<file path="src/rtl/iwin_pkg.sv">
package iwin_pkg;

    localparam int DW_BYTES = 4;

    typedef enum logic [2:0] {
        ST_IDLE,
        ST_FWD,
        ST_RFRESH,
        ST_LOAD,
        ST_ZFILL
    } win_state_t;

    // Expand a per-byte lane mask into a 32-bit bit mask.
    function automatic logic [31:0] lane_bits(input logic [DW_BYTES-1:0] lanes);
        logic [31:0] m;
        for (int i = 0; i < DW_BYTES; i++) begin
            m[i*8 +: 8] = {8{lanes[i]}};
        end
        return m;
    endfunction

endpackage

</file>
<file path="src/rtl/iwin_range.sv">
module iwin_range
    import iwin_pkg::*;
#(
    parameter int SEL_W    = 8,
    parameter int RF_BYTES = 150
) (
    input  logic [SEL_W-1:0]    sel,
    output logic [SEL_W+1:0]    byte_addr,
    output logic                in_range,
    output logic [DW_BYTES-1:0] lane_ok
);
    localparam int AW = SEL_W + 2;

    assign byte_addr = {sel, 2'b00};
    assign in_range  = int'(byte_addr) < RF_BYTES;

    for (genvar g = 0; g < DW_BYTES; g++) begin : g_lane
        assign lane_ok[g] = (int'(byte_addr) + g) < RF_BYTES;
    end

    // The lowest lane of any in-range dword must exist.
    always_comb begin
        assert_low_lane_R9: assert (!in_range || lane_ok[0]);
    end

    logic unused_aw;
    assign unused_aw = (AW == 0);

endmodule

</file>
<file path="src/rtl/iwin_seq.sv">
module iwin_seq
    import iwin_pkg::*;
(
    input  logic clk,
    input  logic rst_n,
    input  logic accept,
    input  logic data_hit,
    input  logic in_range,
    output logic busy,
    output logic rf_wr_en,
    output logic rf_rd_en,
    output logic load_en,
    output logic zero_en
);
    win_state_t state_q, state_d;

    always_comb begin
        state_d = state_q;
        unique case (state_q)
            ST_IDLE:   if (accept) state_d = data_hit ? ST_FWD : ST_RFRESH;
            ST_FWD:    state_d = in_range ? ST_RFRESH : ST_ZFILL;
            ST_RFRESH: state_d = in_range ? ST_LOAD : ST_ZFILL;
            ST_LOAD:   state_d = ST_IDLE;
            ST_ZFILL:  state_d = ST_IDLE;
            default:   state_d = ST_IDLE;
        endcase
    end

    always_ff @(posedge clk) begin
        if (!rst_n) state_q <= ST_IDLE;
        else        state_q <= state_d;
    end

    always_comb begin
        busy     = 1'b1;
        rf_wr_en = 1'b0;
        rf_rd_en = 1'b0;
        load_en  = 1'b0;
        zero_en  = 1'b0;
        unique case (state_q)
            ST_IDLE:   busy = 1'b0;
            ST_FWD:    rf_wr_en = in_range;
            ST_RFRESH: rf_rd_en = in_range;
            ST_LOAD:   load_en = 1'b1;
            ST_ZFILL:  zero_en = 1'b1;
            default:   busy = 1'b0;
        endcase
    end

    assert_accept_busy_R10: assert property (@(posedge clk) disable iff (!rst_n)
        accept |=> busy);

    assert_sel_only_no_wr_R6: assert property (@(posedge clk) disable iff (!rst_n)
        (accept && !data_hit) |=> !rf_wr_en);

    assert_end_idle_R10: assert property (@(posedge clk) disable iff (!rst_n)
        (load_en || zero_en) |=> !busy);

endmodule

</file>
<file path="src/rtl/iwin_regs.sv">
module iwin_regs
    import iwin_pkg::*;
#(
    parameter int       SEL_W    = 8,
    parameter int       CFG_AW   = 6,
    parameter int       CAP_DW   = 16,
    parameter bit [7:0] CAP_ID   = 8'h0C,
    parameter bit [7:0] NEXT_PTR = 8'h00
) (
    input  logic                clk,
    input  logic                rst_n,
    input  logic                wr_req,
    input  logic                wr_hit,
    input  logic                busy,
    input  logic                accept,
    input  logic                wr_data_dw,
    input  logic [DW_BYTES-1:0] wr_be,
    input  logic [31:0]         wr_data,
    input  logic                load_en,
    input  logic                zero_en,
    input  logic [31:0]         load_word,
    input  logic [DW_BYTES-1:0] lane_ok,
    input  logic [CFG_AW-1:0]   rd_addr,
    output logic [31:0]         rd_data,
    output logic [SEL_W-1:0]    sel_q,
    output logic [31:0]         data_q
);
    localparam logic [CFG_AW-1:0] HDR_IDX  = CFG_AW'(CAP_DW);
    localparam logic [CFG_AW-1:0] DATA_IDX = CFG_AW'(CAP_DW + 1);
    localparam int                SEL_LANE = 2;

    logic [31:0] merged;

    for (genvar g = 0; g < DW_BYTES; g++) begin : g_merge
        assign merged[g*8 +: 8] = wr_be[g] ? wr_data[g*8 +: 8] : data_q[g*8 +: 8];
    end

    always_ff @(posedge clk) begin
        if (!rst_n) begin
            sel_q  <= '0;
            data_q <= '0;
        end else if (accept) begin
            if (wr_data_dw)          data_q <= merged;
            else if (wr_be[SEL_LANE]) sel_q <= wr_data[SEL_LANE*8 +: SEL_W];
        end else if (load_en) begin
            data_q <= load_word & lane_bits(lane_ok);
        end else if (zero_en) begin
            data_q <= '0;
        end
    end

    always_comb begin
        rd_data = '0;
        if (rd_addr == HDR_IDX)
            rd_data = {8'h00, 8'(sel_q), NEXT_PTR, CAP_ID};
        else if (rd_addr == DATA_IDX)
            rd_data = data_q;
    end

    assert_ignored_stable_R7: assert property (@(posedge clk) disable iff (!rst_n)
        (wr_req && !wr_hit && !busy) |=> ($stable(sel_q) && $stable(data_q)));

    assert_busy_drop_R10: assert property (@(posedge clk) disable iff (!rst_n)
        (wr_req && busy) |=> $stable(sel_q));

endmodule

</file>
<file path="src/rtl/iwin_dword_window.sv">
module iwin_dword_window
    import iwin_pkg::*;
#(
    parameter int       CFG_AW   = 6,
    parameter int       CAP_DW   = 16,
    parameter bit [7:0] CAP_ID   = 8'h0C,
    parameter bit [7:0] NEXT_PTR = 8'h00,
    parameter int       SEL_W    = 8,
    parameter int       RF_BYTES = 150
) (
    input  logic                clk,
    input  logic                rst_n,
    input  logic                cfg_wr_en,
    input  logic [CFG_AW-1:0]   cfg_wr_addr,
    input  logic [3:0]          cfg_wr_be,
    input  logic [31:0]         cfg_wr_data,
    input  logic [CFG_AW-1:0]   cfg_rd_addr,
    output logic [31:0]         cfg_rd_data,
    output logic                busy,
    output logic                rf_wr_en,
    output logic                rf_rd_en,
    output logic [SEL_W+1:0]    rf_addr,
    output logic [3:0]          rf_wr_be,
    output logic [31:0]         rf_wr_data,
    input  logic [31:0]         rf_rd_data
);
    localparam logic [CFG_AW-1:0] HDR_IDX  = CFG_AW'(CAP_DW);
    localparam logic [CFG_AW-1:0] DATA_IDX = CFG_AW'(CAP_DW + 1);

    logic                wr_hit, data_hit, accept;
    logic                in_range, load_en, zero_en;
    logic [DW_BYTES-1:0] lane_ok;
    logic [SEL_W-1:0]    sel_q;
    logic [31:0]         data_q;

    assign data_hit = (cfg_wr_addr == DATA_IDX);
    assign wr_hit   = cfg_wr_en && (cfg_wr_be != '0) &&
                      ((cfg_wr_addr == HDR_IDX) || data_hit);
    assign accept   = wr_hit && !busy;

    iwin_range #(
        .SEL_W    (SEL_W),
        .RF_BYTES (RF_BYTES)
    ) u_range (
        .sel       (sel_q),
        .byte_addr (rf_addr),
        .in_range  (in_range),
        .lane_ok   (lane_ok)
    );

    iwin_seq u_seq (
        .clk      (clk),
        .rst_n    (rst_n),
        .accept   (accept),
        .data_hit (data_hit),
        .in_range (in_range),
        .busy     (busy),
        .rf_wr_en (rf_wr_en),
        .rf_rd_en (rf_rd_en),
        .load_en  (load_en),
        .zero_en  (zero_en)
    );

    iwin_regs #(
        .SEL_W    (SEL_W),
        .CFG_AW   (CFG_AW),
        .CAP_DW   (CAP_DW),
        .CAP_ID   (CAP_ID),
        .NEXT_PTR (NEXT_PTR)
    ) u_regs (
        .clk        (clk),
        .rst_n      (rst_n),
        .wr_req     (cfg_wr_en),
        .wr_hit     (wr_hit),
        .busy       (busy),
        .accept     (accept),
        .wr_data_dw (data_hit),
        .wr_be      (cfg_wr_be),
        .wr_data    (cfg_wr_data),
        .load_en    (load_en),
        .zero_en    (zero_en),
        .load_word  (rf_rd_data),
        .lane_ok    (lane_ok),
        .rd_addr    (cfg_rd_addr),
        .rd_data    (cfg_rd_data),
        .sel_q      (sel_q),
        .data_q     (data_q)
    );

    assign rf_wr_be   = lane_ok;
    assign rf_wr_data = data_q;

    assert_rd_after_wr_R5: assert property (@(posedge clk) disable iff (!rst_n)
        rf_wr_en |=> rf_rd_en);

    assert_wr_in_range_R8: assert property (@(posedge clk) disable iff (!rst_n)
        rf_wr_en |-> (int'(rf_addr) < RF_BYTES));

    assert_rd_in_range_R8: assert property (@(posedge clk) disable iff (!rst_n)
        rf_rd_en |-> (int'(rf_addr) < RF_BYTES));

    assert_strobe_excl_R5: assert property (@(posedge clk) disable iff (!rst_n)
        !(rf_wr_en && rf_rd_en));

    assert_wr_lane_R9: assert property (@(posedge clk) disable iff (!rst_n)
        rf_wr_en |-> rf_wr_be[0]);

    assert_idle_quiet_R7: assert property (@(posedge clk) disable iff (!rst_n)
        !busy |-> (!rf_wr_en && !rf_rd_en));

endmodule

</file>
<file path="config.mk">
export PLATFORM = sky130hd
export DESIGN_NAME = iwin_dword_window
export DESIGN_NICKNAME = d
export VERILOG_FILES = /design/src/rtl/iwin_pkg.sv /design/src/rtl/iwin_range.sv /design/src/rtl/iwin_seq.sv /design/src/rtl/iwin_regs.sv /design/src/rtl/iwin_dword_window.sv
export SDC_FILE = /design/constraint.sdc
export NUM_CORES = 1
export LEC_CHECK = 0
export BUFFER_PORTS_ARGS = -buffer_cell sky130_fd_sc_hd__buf_2
export CAP_MARGIN = 5
export CORE_MARGIN = 3
export CORE_UTILIZATION = 43
export DETAILED_ROUTE_END_ITERATION = 6
export PLACE_DENSITY = 0.81
export SETUP_SLACK_MARGIN = 0.1
export SLEW_MARGIN = 5
export SYNTH_ARGS = -nofsm -noshare
export SYNTH_HDL_FRONTEND = slang
export SYNTH_SLANG_ARGS = --single-unit
</file>
<file path="constraint.sdc">
create_clock -name clk -period 2.4 [get_ports clk]
set_input_delay 0.12 -clock clk [delete_from_list [all_inputs] [get_ports clk]]
set_output_delay 0.12 -clock clk [all_outputs]
set_load 0.02 [all_outputs]
</file>
==> impl_results.md, run 1 <==
* Die height at approximately 82 um
* Die area at approximately 6800 um^2
* Most frequent cells in the layout: buf_2, dfxtp_1, a32oi_1
* Floorplan core area at between 5000 and 6000 um^2
* Avg WL per Cell at 16.6 um
* P_sw at ~340 uW
* Syn Inst Count at 287
* Antenna violations before repair at 0
* Hold path depth at 3
* Fin. Hold Viols at 0
* CTS root buffer: clkbuf_8
* Die Width at between 80 and 90 um
* Final Power at about 1500 uW
* Hold-fix buffers at CTS at 0
* Leading area contributor after synthesis: dfxtp_1
* Register area share after synthesis at between 30% and 40%
* PortBufs at 161
* WP buf/inv at 1
* P_leak at around 0.0017 uW
* CTS clk-pin slew, worst paths at 80 ps
* Hold/Removal Path Class: in -> reg
* I/O pins at 164
* Critical Path RT at 2280 ps
* Layout cells sized above 1 at 42.6%
* PwrDens at 443 nW/um^2
* Crit path DAT at 1860 ps
* Post-route setup TNS at 0 ps
* Post-synth EDFFs at 0
* Clock power share at a little over two fifths
* Synth area leaders: dfxtp_1, a32oi_1, mux2i_1
* H-tree level count at 2
* Synthesized area at 2510 um^2
* Slowest-stage cell, CP: a311o_1
* Status: finished, final reports clean
* Rows at 27
* Num CTS Buffers at 5
* Starting density of the core at 45.1%
* Vias per Instance at 5.73
* Max-Cap Viols at 0
* Fin nets at 516
* Synth cell types at 41
* Final setup fails at 0
* Final-report max-slew violation count at 0
* Grt total ovfl at 0
* R2R depth at 5
* Crit Path Max Fanout at 7
* First-pass GRT wire length at approximately 13000 um
* Comb pwr share at 9.6%
* Measured slew at the worst slew-check pin at approximately 850 ps
* Final Util at 62.4%
* Initial DRT Pass Iterations at 4
* Crit-path cells: a311o_1 > nor2_1 > nand2_1 > nor3b_1 > buf_2
* Synth async-reset ratio at 0%
* CTS resizes at 0
* Final period util at 82.6%
* # DRC at 0
* Syn avg cell area at around 8.8 um^2
* Critical Path Stages at 5
* Skew final at 8.86 ps
* GP Congestion at just over 0.8
* Critical path startpoint category: flop
* Fmax at ~0.50 GHz
* Hpwl dp at 6360 um
* CTS Sinks at 43
* Relative slew slack at 42.2%
* Worst vdd ir at between 0.0002 and 0.00025 V
* Area added between synthesis and finish at 38.3%
* Initial drt markers at 161
* Ant diodes at 0
* WS Path Type: reg -> out
* Vias in the first global route at between 2000 and 3000
* Seq pwr share at between 40% and 50%
* Slowest cell delay on critical path at roughly 470 ps
* ANT nets after route at 0
* Commonest non-fill, non-tap cell in the layout: buf_2
* RSZ-0062 raised after global routing: no
* Crit path time final at 1980 ps
* Total GRT Usage at 24.3%
* Top_reg_cell synth: dfxtp_1
* Internal at 1200 uW
* Via count at 2900
* CP top delay family: simple AND/OR/NAND/NOR gates
* Switch share at a little over a fifth
* Yosys top cell area share at 34.2%
* Largest net degree at the start of global routing at 34
* CTS Buffer Depth at 2
* CTS tree: yes
* Crit end category: output pin
* Register bit total from synthesis at 43
* Post-CTS setup buffers at 0
* Worst-Skew Late Latency at around 300 ps
* WL final at 8380 um
* Ys Warns at 0
==> power groups by stage <==
stage               registers [uW]  clock network [uW]  logic, uW
CTS                            721                 672        149
floorplan                      739                   0       61.4
global placement               737                   0        145
finish                         721                 670        149
global route                   721                 703        164
detailed placement             737                   0        148
==> registers in the layout (all words and copies together) (netlist names) <==
signal	flops
u_regs.sel_q	8
u_seq.state_q	3
u_regs.data_q	32
==> metrics by stage <==
stage | instance area (um^2) | cells | hold slack [ps] | setup WS, ps
CTS | 3480 | 506 | 71.9 | 391
global route | 3480 | 506 | 82.8 | 266
finish | 3480 | 506 | 76.4 | 417
floorplan | 2520 | 288 | 267 | 352
global placement | 3340 | 498 | 379 | 463
detailed placement | 3340 | 498 | 386 | 351
==> cell families after synthesis <==
kind of cell | count (synthesis) | share of synthesized area [%]
buffers and inverters | 39 | 7.06
flip-flops | 43 | 34.2
AO/OA/AOI/OAI | 107 | 33.6
multiplexers | 16 | 6.37
AND/OR/NAND/NOR | 80 | 18.2
XOR/XNOR | 1 | 0.348
other | 1 | 0.149
==> path summary, 6_finish.rpt <==
path / from / to / slack, ps
worst max register to register: u_seq.state_q[0] / u_regs.sel_q[1] / 480
worst min-delay path: cfg_wr_data[16] / u_regs.sel_q[0] / 80
worst max-delay path: u_regs.sel_q[5] / rf_wr_en / 420
worst min register to register: u_regs.sel_q[7] / u_regs.sel_q[7] / 550
==> synthesized netlist by cell type (7+ instances only) <==
cell	n
dfxtp_1	43
nor3_1	13
a221oi_1	8
clkbuf_1	21
o31ai_1	16
buf_2	7
a211oi_1	11
a2111oi_0	8
nor2_1	19
a21oi_1	19
a32oi_1	32
and2_1	22
mux2i_1	16
==> worst min-delay path: cells and delay by family <==
| family | cells | cell delay, ps |
|---|---|---|
| buffers and inverters | 1 | 90 |
| multiplexers | 1 | 60 |
| AND/OR/NAND/NOR | 1 | 70 |
==> layer usage <==
metal,GRT usage [%],vias up,routed length (um)
met3,3.90,12,686
met2,40.9,127,4190
li1,-,1419,-
met4,7.81,0,113
met1,31.6,1342,3390
met5,0,-,0
==> area by class of cell <==
cell class | instances | area (um^2)
Fill cell | 499 | 2100
Inverter | 6 | 22.5
Clock inverter | 2 | 60.1
Sequential cell | 43 | 861
Multi-Input combinational cell | 206 | 1490
Clock buffer | 6 | 72.6
Tap cell | 72 | 90.1
Timing Repair Buffer | 171 | 881
Note: power is estimated with default switching activity, not from simulation.
==> run 2: changes to the inputs <==
==> constraint.sdc (replaced) <==
create_clock -name clk -period 1.96 [get_ports clk]
set_input_delay 0.098 -clock clk [delete_from_list [all_inputs] [get_ports clk]]
set_output_delay 0.098 -clock clk [all_outputs]
set_load 0.02 [all_outputs]
==> run 2 against run 1 <==
Global-route usage shrank 0.11 points; final cell count rose by 2.0%; largest power group unchanged; utilization grew 1.8 points; critical path type unchanged; clock power shrank 6.3%.
==> impl_results.md, run 2 (synthesized netlist as in run 1, its figures left out) <==
* Status: finished, final reports clean
* Biggest register: u_regs.data_q
* ANT nets after route at 0 (unchanged)
* CTS root buffer: clkbuf_8
* Hpwl dp at 6650 um (+4.5%)
* Starting density of the core at 45.1% (unchanged)
* Hold/Removal Path Class: in -> reg
* CTS Sinks at 43 (unchanged)
* Worst vdd ir at 0.000302 V (+36%)
* Fin. Hold Viols at 0 (unchanged)
* PwrDens at 476 nW/um^2 (+7.4%)
* Rows at 27 (unchanged)
* Via count at 2934 (+1.2%)
* WS Path Type: reg -> out
* Worst-Skew Late Latency at 300 ps (about the same)
* Vias in the first global route at 2636 (-1.5%)
* Post-route setup TNS at 0 ps (unchanged)
* Placed inst area at 3450 um^2 (+3.2%)
* Max-Cap Viols at 0 (unchanged)
* Fmax at 0.562 GHz
* Antenna violations before repair at 0 (unchanged)
* I/O pins at 164 (unchanged)
* GP Congestion at 0.780 (-4.1%)
* P_leak at 0.00176 uW (+3.3%)
* Hold-fix buffers at CTS at 0 (unchanged)
* Fin nets at 526 (+1.9%)
* Largest net degree at the start of global routing at 25 (-26%)
* CTS Buffer Depth at 2 (unchanged)
* Total GRT Usage at 24.2% (-0.11 points)
* Commonest non-fill, non-tap cell in the layout: buf_2
* Grt total ovfl at 0 (unchanged)
* WL final at 8510 um (+1.5%)
* Num CTS Buffers at 5 (unchanged)
* Die height at 82.5 um (unchanged)
* Avg WL per Cell at 16.5 um (-0.43%)
* Initial DRT Pass Iterations at 4 (unchanged)
* Crit path time final at 1780 ps
* Ant diodes at 0 (unchanged)
* Critical path startpoint category: flop
* Skew final at 7.88 ps (-0.983 ps)
* Floorplan core area at 5570 um^2 (unchanged)
* RSZ-0062 raised after global routing: yes
* Die area at 6800 um^2 (unchanged)
* Most frequent cells in the layout: buf_2, dfxtp_1, a32oi_1
* Initial drt markers at 117 (-27%)
* Area added between synthesis and finish at 42.3%
* Relative slew slack at 50.2% (+8.0 points)
* Crit path DAT at 1680 ps (-180 ps)
* Vias per Instance at 5.69 (-0.79%)
* PortBufs at 161 (unchanged)
* Final Util at 64.2% (+1.8 points)
* First-pass GRT wire length at 12600 um (-2.1%)
* Crit Path Max Fanout at 5 (-2)
* Fill cell count at 492 (-1.4%)
* Final period util at 90.9%
* Max FFs per register at 32 (unchanged)
* Critical Path RT at 1860 ps (-420 ps)
* Crit end category: output pin
* Registers with the most flip-flops: u_regs.data_q (32), u_regs.sel_q (8), u_seq.state_q (3)
* CTS clk-pin slew, worst paths at 80 ps (about the same)
* Layout cells sized above 1 at 45.7% (+3.1 points)
* Final-report max-slew violation count at 0 (unchanged)
* Design area at 3580 um^2 (+2.9%)
* # DRC at 0 (unchanged)
* Final setup fails at 0 (unchanged)
* Measured slew at the worst slew-check pin at 746 ps (-109 ps)
* CTS tree: yes
* Worst R2R Setup Slack at 220 ps (-260 ps)
* Die Width at 82.5 um (unchanged)
* H-tree level count at 2 (unchanged)
==> run 2: cell count changes in the layout (fill, tap and decap cells not counted), moves of 2 or more <==
cell       change
dfxtp_1        -2
buf_12         +2
buf_4          +7
dfxtp_2        +2
clkbuf_8       +2
bufinv_16      -2
==> run 2: final timing paths <==
check | from | to | depth (start not counted)
max | u_regs.sel_q[2] | rf_wr_en | 5
min | cfg_wr_data[19] | u_regs.sel_q[3] | 3
max reg2reg | u_seq.state_q[1] | u_regs.sel_q[7] | 5
min reg2reg | u_seq.state_q[0] | u_seq.state_q[0] | 1
==> run 2: routing by layer <==
metal / vias to the layer above / share of wire (%) / GRT usage (%) / wire length [um]
li1: 1434 / - / - / -
met3: 16 / 7.6 / 4.01 / 650
met5: - / 0 / 0 / 0
met4: 0 / 1.8 / 8.64 / 157
met2: 131 / 50 / 42.8 / 4260
met1: 1353 / 40 / 29.4 / 3450
==> run 2: metrics by stage <==
stage / setup slack [ps] / cells / total power, uW / hold slack (ps)
CTS: 95.9 / 515 / 1710 / 50.9
floorplan: 76.3 / 288 / 981 / 245
finish: 179 / 516 / 1700 / 52.4
global placement: 177 / 507 / 1090 / 352
global route: 72.1 / 516 / 1750 / 63.4
detailed placement: 97.0 / 507 / 1090 / 362
==> run 2: layout make-up <==
| cell class | count | area (um^2) | share of cell area, % |
|---|---|---|---|
| clock buffer | 7 | 96.3 | 2.69 |
| inverter | 6 | 22.5 | 0.629 |
| multi-input combinational | 206 | 1510 | 42.3 |
| clock inverter | 1 | 7.51 | 0.210 |
| sequential | 43 | 863 | 24.1 |
| timing repair buffer | 181 | 985 | 27.5 |
| tap | 72 | 90.1 | 2.52 |
==> run 2: power by group <==
| group | switching (uW) | total, uW | internal (uW) |
|---|---|---|---|
| clock | 307 | 628 | 321 |
| sequential | 5.35 | 883 | 877 |
| combinational | 101 | 192 | 91.1 |
| total | 413 | 1700 | 1290 |
==> run 2: repair_timing <==
item / in CTS / in global routing
pin swaps: 0 / 1
buffers inserted: 0 / 1
gates resized for setup: 2 / 5
setup endpoints to repair: 11 / 18
==> run 2: worst max-delay path, cell delays in order (launching register included) <==
cell,delay (ps)
dfxtp_1,350
a311o_2,440
nor2_4,160
nand2_1,90
nor3b_2,160
buf_2,180
==> run 3: changes to the inputs <==
--- a/config.mk
+++ b/config.mk
@@ -5,10 +5,11 @@
 export SDC_FILE = /design/constraint.sdc
 export NUM_CORES = 1
 export LEC_CHECK = 0
+export ABC_AREA = 1
 export BUFFER_PORTS_ARGS = -buffer_cell sky130_fd_sc_hd__buf_2
 export CAP_MARGIN = 5
 export CORE_MARGIN = 3
-export CORE_UTILIZATION = 43
+export CORE_UTILIZATION = 44
 export DETAILED_ROUTE_END_ITERATION = 6
 export PLACE_DENSITY = 0.81
 export SETUP_SLACK_MARGIN = 0.1
==> constraint.sdc (replaced) <==
create_clock -name clk -period 1.7 [get_ports clk]
set_input_delay 0.085 -clock clk [delete_from_list [all_inputs] [get_ports clk]]
set_output_delay 0.085 -clock clk [all_outputs]
set_load 0.02 [all_outputs]
==> run 3 against run 2 <==
Sequential power is 16% higher; clock-buffer cell count is 1 lower; setup slack worse by 170 ps; die area is 3.7% higher; largest power group unchanged; critical path type is now reg -> reg; wire length is 9.2% higher.
==> impl_results.md, run 3 <==
* CTS Buffer Depth at 2 (unchanged)
* Yosys top cell area share at 32.2% (-2.1 points)
* # DRC at 0 (unchanged)
* Crit Path Max Fanout at 8 (+3)
* Registers with the most flip-flops: u_regs.data_q (32), u_regs.sel_q (8), u_seq.state_q (3)
* Met3 usage at 4.94% (+0.92 points)
* Initial DRT Pass Iterations at 5 (+1)
* Fin nets at 717 (+36%)
* Crit path DAT at 1930 ps (+250 ps)
* WL final at 9300 um (+9.2%)
* Register bit total from synthesis at 43 (unchanged)
* Fmax at 0.590 GHz
* Synth cell types at 25 (-39%)
* CTS tree: yes
* Post-Place Worst Slack at 89.0 ps (-7.95 ps)
* Ys Warns at 0 (unchanged)
* CTS Sinks at 43 (unchanged)
* Placed inst area at 3540 um^2 (+2.5%)
* Hold/Removal Path Class: in -> reg
* Post-synth EDFFs at 0 (unchanged)
* Synth area leaders: dfxtp_1, nand2_1, nor2_1
* Max FFs per register at 32 (unchanged)
* CTS clk-pin slew, worst paths at 80 ps (about the same)
* Skew final at 8.87 ps (+0.988 ps)
* ANT nets after route at 0 (unchanged)
* Initial drt markers at 127 (+8.5%)
* Status: finished, final reports clean
* Die Width at 84.0 um (+1.8%)
* Final hold slack at 33.6 ps (-18.7 ps)
* Synthesized area at 2680 um^2 (+6.4%)
* Register area share after synthesis at 32.2% (-2.1 points)
* P_leak at 0.00230 uW (+31%)
* CTS root buffer: clkbuf_8
* Worst R2R Setup Slack at 6 ps (-210 ps)
* Antenna violations before repair at 0 (unchanged)
* Final setup fails at 0 (unchanged)
* Met2 Track Usage GR at 44.0% (+1.2 points)
* Crit path time final at 1690 ps
* Ant diodes at 0 (unchanged)
* Top_reg_cell synth: dfxtp_1
* Met1 usage at 26.5% (-2.9 points)
* Floorplan core area at 5710 um^2 (+2.4%)
* Max-Cap Viols at 0 (unchanged)
* Critical Path RT at 1930 ps (+70 ps)
* Final period util at 99.7%
* GP Congestion at 0.853 (+9.4%)
* Biggest register: u_regs.data_q
* Syn Inst Count at 464 (+62%)
* Hold path depth at 3 (unchanged)
* RSZ-0062 raised after global routing: yes
* Avg WL per Cell at 13.2 um (-20%)
* Commonest non-fill, non-tap cell in the layout: buf_2
* Hold-fix buffers at CTS at 0 (unchanged)
* Grt total ovfl at 0 (unchanged)
* Vias per Instance at 4.82 (-15%)
* Die height at 84.0 um (+1.8%)
* WS Path Type: reg -> reg
* Worst-Skew Late Latency at 300 ps (about the same)
* Largest net degree at the start of global routing at 33 (+32%)
* First-pass GRT wire length at 13600 um (+8.6%)
* Fin. Hold Viols at 0 (unchanged)
* Worst vdd ir at 0.000342 V (+13%)
* Post-route setup TNS at 0 ps (unchanged)
* Critical path startpoint category: flop
* Fill cell count at 502 (+2.0%)
* Reg area at 868 um^2 (+0.58%)
* Vias in the first global route at 3075 (+17%)
* Most common cell in the netlist: nand2_1
* Design area at 3960 um^2 (+11%)
* Num CTS Buffers at 5 (unchanged)
* Most frequent cells in the layout: buf_2, nand2_1, nor2_1
* Total GRT Usage at 23.3% (-0.87 points)
* R2R depth at 12 (+7)
* Via count at 3405 (+16%)
* Synth async-reset ratio at 0% (unchanged)
* Area of the multi-input gates at 1590 um^2 (+5.0%)
* Crit end category: flop
* Commonest cells post-synth: nand2_1, nor2_1, inv_1
* Syn avg cell area at 5.77 um^2 (-34%)
* Final-report max-slew violation count at 0 (unchanged)
* Layout cells sized above 1 at 38.6% (-7.1 points)
* Starting density of the core at 46.9% (+1.8 points)
* Area added between synthesis and finish at 48.1%
* Slack of the critical path at 5.85 ps (-173 ps)
* Leading area contributor after synthesis: dfxtp_1
* PortBufs at 161 (unchanged)
* Hpwl dp at 6420 um (-3.5%)
* Die area at 7050 um^2 (+3.7%)
* Rows at 27 (unchanged)
* Grt peak-use layer: met2
* H-tree level count at 2 (unchanged)
* PwrDens at 530 nW/um^2 (+11%)
* I/O pins at 164 (unchanged)
[run 3: kinds of logic after synthesis]
family,Yosys count,share of synthesized area (%)
compound gates,23,5.28
buf+inv,79,13.5
simple gates,318,48.9
flops,43,32.2
other cells,1,0.140
[run 3: worst max-delay path, cell delays in order, from the launching register on]
cell and delay, ps:
dfxtp_2 370, nand3b_1 160, nand2_2 100, nor2_4 170, buf_6 120, inv_2 40, nor2_4 120, buf_12 140
clkbuf_16 150, nand2_1 50, nand2_1 60, nor2_1 50, nor2_1 100
[run 3: where the power goes]
group / switching [uW] / internal [uW]
logic: 135 / 111
registers: 7.00 / 1020
clock network: 354 / 476
total: 495 / 1600
[run 3: path summary, 6_finish.rpt]
path	end	from
setup reg to reg	u_regs.data_q[21]	u_seq.state_q[1]
hold / removal	u_regs.sel_q[5]	cfg_wr_data[21]
setup / recovery	u_regs.data_q[21]	u_seq.state_q[1]
hold reg to reg	u_regs.data_q[30]	u_regs.data_q[30]
[run 3: repair_timing]
item | in CTS | in global routing
gates cloned | 0 | 3
gates resized for setup | 3 | 44
buffers inserted | 1 | 8
pin swaps | 0 | 67
endpoints found under the setup margin | 34 | 46
[run 3: through the flow]
step	instances	total power, uW	utilization, %
floorplan	465	1150	-
global placement	687	1270	62.0
detailed placement	687	1270	62.0
CTS	696	2090	64.3
global route	707	2180	69.4
finish	707	2100	69.4
[run 3: area by class of cell]
cell class	count	share of cell area (%)
clock inverters	2	0.884
multi-input cells	344	40.1
repair buffers	183	27.2
clock buffers	6	2.08
well taps	72	2.27
inverters	57	5.49
flip-flops and latches	43	21.9
[run 3: routing by layer]
metal / wire [um] / vias to the layer above
li1: - / 1727
met1: 3720 / 1491
met2: 4680 / 172
met3: 729 / 15
met4: 168 / 0
met5: 0 / -
